<file path="config.mk">
export PLATFORM = sky130hd
export DESIGN_NAME = nonpcm_burst_detect
export DESIGN_NICKNAME = d
export VERILOG_FILES = /design/src/rtl/nonpcm_pkg.sv /design/src/rtl/nonpcm_zero_run.sv /design/src/rtl/nonpcm_sync_match.sv /design/src/rtl/nonpcm_hold_timer.sv /design/src/rtl/nonpcm_burst_detect.sv
export SDC_FILE = /design/constraint.sdc
export NUM_CORES = 1
export LEC_CHECK = 0
export BUFFER_PORTS_ARGS = -buffer_cell sky130_fd_sc_hd__buf_4
export CAP_MARGIN = 20
export CORE_MARGIN = 8
export CORE_UTILIZATION = 35
export DETAILED_ROUTE_END_ITERATION = 10
export HOLD_SLACK_MARGIN = 0.08
export PLACE_DENSITY = 0.59
export SLEW_MARGIN = 20
export SYNTH_ARGS = -nofsm -noshare
export SYNTH_HDL_FRONTEND = slang
export SYNTH_SLANG_ARGS = --single-unit
</file>
<file path="constraint.sdc">
create_clock -name clk -period 2.7 [get_ports clk]
set_clock_uncertainty 0.05 [all_clocks]
set_input_delay 0.27 -clock clk [delete_from_list [all_inputs] [get_ports clk]]
set_output_delay 0.27 -clock clk [all_outputs]
set_load 0.005 [all_outputs]
</file>
<file path="src/rtl/nonpcm_pkg.sv">
`timescale 1ns/1ps
package nonpcm_pkg;
  localparam int unsigned SYNC_W       = 16;
  localparam logic [SYNC_W-1:0] SYNC_FIRST  = 16'hF872;
  localparam logic [SYNC_W-1:0] SYNC_SECOND = 16'h4E1F;
  localparam int unsigned ZERO_RUN_MIN = 4;

  // one accepted subframe as seen by the matching logic
  typedef struct packed {
    logic              en;
    logic              chan_b;
    logic              is_zero;
    logic [SYNC_W-1:0] word;
  } sf_view_t;
endpackage

</file>
<file path="src/rtl/nonpcm_zero_run.sv">
`timescale 1ns/1ps
module nonpcm_zero_run #(
  parameter int unsigned RUN_MIN = 4
) (
  input  logic clk,
  input  logic rst_n,
  input  logic sf_en,
  input  logic sf_is_zero,
  input  logic clr,
  output logic run_ok
);
  localparam int unsigned CNT_W = $clog2(RUN_MIN + 1);
  localparam logic [CNT_W-1:0] CNT_MAX = CNT_W'(RUN_MIN);

  logic [CNT_W-1:0] cnt_q, cnt_d;
  logic             cnt_en;

  assign cnt_en = sf_en | clr;

  always_comb begin
    cnt_d = cnt_q;
    if (clr) begin
      cnt_d = '0;
    end else if (sf_en) begin
      if (!sf_is_zero)          cnt_d = '0;
      else if (cnt_q != CNT_MAX) cnt_d = cnt_q + CNT_W'(1);
    end
  end

  always_ff @(posedge clk or negedge rst_n) begin
    if (!rst_n)      cnt_q <= '0;
    else if (cnt_en) cnt_q <= cnt_d;
  end

  assign run_ok = (cnt_q == CNT_MAX);
endmodule

</file>
<file path="src/rtl/nonpcm_sync_match.sv">
`timescale 1ns/1ps
module nonpcm_sync_match
  import nonpcm_pkg::*;
(
  input  logic     clk,
  input  logic     rst_n,
  input  sf_view_t sf,
  input  logic     run_ok,
  output logic     hit
);
  logic pend_q, pend_d;
  logic pend_chan_q, pend_chan_d;

  always_comb begin
    pend_d      = pend_q;
    pend_chan_d = pend_chan_q;
    if (sf.en) begin
      pend_d      = run_ok && (sf.word == SYNC_FIRST);
      pend_chan_d = sf.chan_b;
    end
  end

  always_ff @(posedge clk or negedge rst_n) begin
    if (!rst_n) begin
      pend_q      <= 1'b0;
      pend_chan_q <= 1'b0;
    end else if (sf.en) begin
      pend_q      <= pend_d;
      pend_chan_q <= pend_chan_d;
    end
  end

  assign hit = sf.en && pend_q && (sf.word == SYNC_SECOND) &&
               (sf.chan_b != pend_chan_q);
endmodule

</file>
<file path="src/rtl/nonpcm_hold_timer.sv">
`timescale 1ns/1ps
module nonpcm_hold_timer #(
  parameter int unsigned HOLD_SF = 4096
) (
  input  logic clk,
  input  logic rst_n,
  input  logic sf_en,
  input  logic hit,
  output logic active
);
  localparam int unsigned HOLD_W = $clog2(HOLD_SF + 1);
  localparam logic [HOLD_W-1:0] HOLD_LOAD = HOLD_W'(HOLD_SF);

  logic [HOLD_W-1:0] cnt_q, cnt_d;
  logic              cnt_en;

  assign cnt_en = hit | (sf_en & (cnt_q != '0));

  always_comb begin
    cnt_d = cnt_q;
    if (hit)                          cnt_d = HOLD_LOAD;
    else if (sf_en && cnt_q != '0)    cnt_d = cnt_q - HOLD_W'(1);
  end

  always_ff @(posedge clk or negedge rst_n) begin
    if (!rst_n)      cnt_q <= '0;
    else if (cnt_en) cnt_q <= cnt_d;
  end

  assign active = (cnt_q != '0);
endmodule

</file>
<file path="src/rtl/nonpcm_burst_detect.sv">
`timescale 1ns/1ps
module nonpcm_burst_detect
  import nonpcm_pkg::*;
#(
  parameter int unsigned SAMPLE_W = 24,
  parameter int unsigned HOLD_SF  = 4096,
  parameter int unsigned RUN_MIN  = ZERO_RUN_MIN
) (
  input  logic                clk,
  input  logic                rst_n,
  input  logic                sf_valid,
  input  logic                sf_chan_b,
  input  logic [SAMPLE_W-1:0] sf_sample,
  input  logic                cs_nonpcm,
  output logic                burst_start,
  output logic                data_det
);
  localparam int unsigned WORD_LSB = SAMPLE_W - SYNC_W;

  sf_view_t sf;
  logic     run_ok, hit, hold_active;
  logic     start_q, start_d;
  logic     cs_q;

  assign sf.en      = sf_valid;
  assign sf.chan_b  = sf_chan_b;
  assign sf.is_zero = (sf_sample == '0);
  assign sf.word    = sf_sample[SAMPLE_W-1:WORD_LSB];

  nonpcm_zero_run #(.RUN_MIN(RUN_MIN)) u_run (
    .clk        (clk),
    .rst_n      (rst_n),
    .sf_en      (sf.en),
    .sf_is_zero (sf.is_zero),
    .clr        (hit),
    .run_ok     (run_ok)
  );

  nonpcm_sync_match u_match (
    .clk    (clk),
    .rst_n  (rst_n),
    .sf     (sf),
    .run_ok (run_ok),
    .hit    (hit)
  );

  nonpcm_hold_timer #(.HOLD_SF(HOLD_SF)) u_hold (
    .clk    (clk),
    .rst_n  (rst_n),
    .sf_en  (sf.en),
    .hit    (hit),
    .active (hold_active)
  );

  assign start_d = hit;

  always_ff @(posedge clk or negedge rst_n) begin
    if (!rst_n) begin
      start_q <= 1'b0;
      cs_q    <= 1'b0;
    end else begin
      start_q <= start_d;
      cs_q    <= cs_nonpcm;
    end
  end

  assign burst_start = start_q;
  assign data_det    = hold_active | cs_q;
endmodule

</file>
==> run metrics <==
status=finished clean; setup TNS=0 ns; Synth Flop Type=dfrtp_1; area grow syn2layout=27.3%; Max Root-Sink Buffers=2; Final ANT Viol Nets=0; vias in the first global route=1219; Top Family by Delay on Critical Path=simple AND/OR/NAND/NOR gates; CTS HTree Levels=1; Clk Latency, worst-skew pair=0.30 ns; clk sinks=20; clock power share=0.166; Final Max Tran Viols=0; period utilization=0.956; CP max FO=7; worst-case vdd ir drop=209 uV; Peak Freq=388 MHz; Post-layout nets=201; Worst path max stage delay=0.48 ns; Port Buf Inserts=30; Final Cell Area=0.00154 sq mm; Comb power frac=0.351; CTS Buf Count=3; Placed Cells incl. Taps=207; internal reg-to-reg setup slack=0.65 ns; leading area contributor after synthesis=dfrtp_1; Slew headroom=0.663; Tightest Pin Transition=0.498 ns; final non-filler cell total=213; largest net degree at the start of global routing=21; overall power=1060 uW; Die W=74.9 um; post-synthesis cell count=133; leakage=0.000641 uW; Psw=391 uW; YS warnings=0; CP bufs+invs=2; first-pass GRT wire length=4960 um; 1st-pass router iterations=4; Ant. Diodes=0; sequential cell area=500 sq um; grt ovf=0; CTS tree=yes; FP Rows=21; worst hold margin=0.157 ns; min cycle time layout=2.58 ns; clock slew at reported path FFs=0.12 ns; die height=74.9 um; RSZ-0062 raised after global routing=no; WL/cell=13.4 um; top cell type's share of synthesized area=0.413; fraction of layout cells with a size suffix above 1=0.251; crit path cell chain=inv_1 > ha_1 > or4b_4 > or3_4 > or2_1 > buf_4; total die area=0.00560 sq mm; Int Pwr=665 uW; DP HPWL=2220 um; number of remaining DRC errors=0; Via Count=1137; multi-input combinational cell area=667 sq um; placed standard-cell area=0.00148 sq mm; initial antenna violation count=0; syn nets=166; CTS root buffer=clkbuf_4; Arr. time, crit path=2.26 ns; HP Class=primary input to flip-flop; GRT Resource Usage Total=0.112; Critical-path top delay cell=or4b_4; switching share of power=0.370; Synth top cells by count=20 x dfrtp_1, 12 x a21oi_1, 12 x nand2_1, 10 x nor2_1, 9 x nor4_1; core area=0.00334 sq mm; sequential share of the synthesized area=0.413; max cap viols=0; synthesized area=0.00121 sq mm; CP startpoint kind=flip-flop; initial drt markers=51; post-synthesis register bit count=20; worst endpoint required time=2.38 ns; Power Density=684 mW/mm^2; EDFF count, synth=0; Setup Viol. Count Final=0; Starting Density=0.363; sequential share of power=0.482; most common cell in the netlist=dfrtp_1; Async SR Flop Fraction=1.00; top-level I/O count=31; Final Hold Fails=0; Synth Area per Inst=9.12 sq um; fillers=322; main area contributors after synthesis=dfrtp_1 41%, a21oi_1 5.0%, nor4_1 4.6%, ha_1 4.1%, nand2_1 3.7%; Avg Vias per Cell=5.34; Final GP Congestion=0.867; setup bufs post-CTS=0; synth unique cells=39; Critical Path End Type=output port; Worst Setup Path Type=flip-flop to output port; Total Wirelength=2860 um
[cells by family (layout without fill, tap and decap cells)]
family          Yosys count  count (layout)  synth area share
fa+ha+maj                 4               4            0.0413
simple gates             67              67             0.324
xor+xnor                  3               3            0.0217
flops                    20              20             0.413
compound gates           25              25             0.133
mux                       3               3            0.0258
buf+inv                  11              45            0.0413
[layer usage]
layer,track usage,part of all wire
met1,0.133,0.47
met2,0.176,0.46
met3,0.0346,0.063
met4,0.0587,0.011
met5,0,0
[area by class of cell]
class                   count  share of cell area
clock buffers               4              0.0235
inverters                   8              0.0194
multi-input cells         102               0.432
flip-flops and latches     20               0.324
well taps                  46              0.0373
repair buffers             33               0.164
[layout by cell type (no fill, tap or decap), types with 2 or more instances in the layout]
cell type / count
mux2i_1: 2
or3_1: 6
a31oi_1: 2
nand3_1: 5
dlygate4sd3_1: 2
nand4_1: 4
ha_1: 4
a2111o_1: 2
a21oi_1: 12
nor3_1: 3
nor2_1: 10
nand2_1: 12
clkbuf_4: 3
dfrtp_1: 20
o21ai_0: 3
nor4_1: 9
or4_1: 5
xnor2_1: 3
inv_1: 8
buf_4: 31
[sequential cells by signal, summed over array words and instances, names as in the netlist]
signal and flops:
burst_start 1, cs_q 1, u_hold.cnt_q 13, u_match.pend_chan_q 1, u_match.pend_q 1, u_run.cnt_q 3
[worst paths after layout]
| path | start | to | cells past startpoint |
|---|---|---|---|
| max in group asynchronous | rst_n | u_hold.cnt_q[11] | 2 |
| min reg2reg | u_match.pend_chan_q | u_match.pend_chan_q | 1 |
| min | sf_chan_b | u_match.pend_chan_q | 2 |
| max | u_hold.cnt_q[0] | data_det | 6 |
| min in group asynchronous | rst_n | u_hold.cnt_q[6] | 2 |
| max reg2reg | u_hold.cnt_q[0] | u_hold.cnt_q[1] | 6 |
[power by group through the flow]
| stage | sequential [uW] | clock (uW) | combinational [uW] |
|---|---|---|---|
| global route | 524 | 196 | 422 |
| floorplan | 483 | 0 | 278 |
| finish | 510 | 175 | 371 |
| global placement | 510 | 0 | 354 |
| CTS | 506 | 186 | 368 |
| detailed placement | 512 | 0 | 362 |
[per-stage QoR]
| stage | utilization | setup slack [ns] |
|---|---|---|
| detailed placement | 0.444 | 0.377 |
| finish | 0.463 | 0.120 |
| CTS | 0.461 | 0.00352 |
| floorplan | - | 0.588 |
| global placement | 0.444 | 0.419 |
| global route | 0.463 | 0.0129 |
[what timing repair did]
item,in CTS,in global routing
hold buffers,2,0
setup endpoints to repair,0,1
endpoints found under the hold margin,21,0
gates resized for setup,0,1
Power figures use the tool's default switching activity.
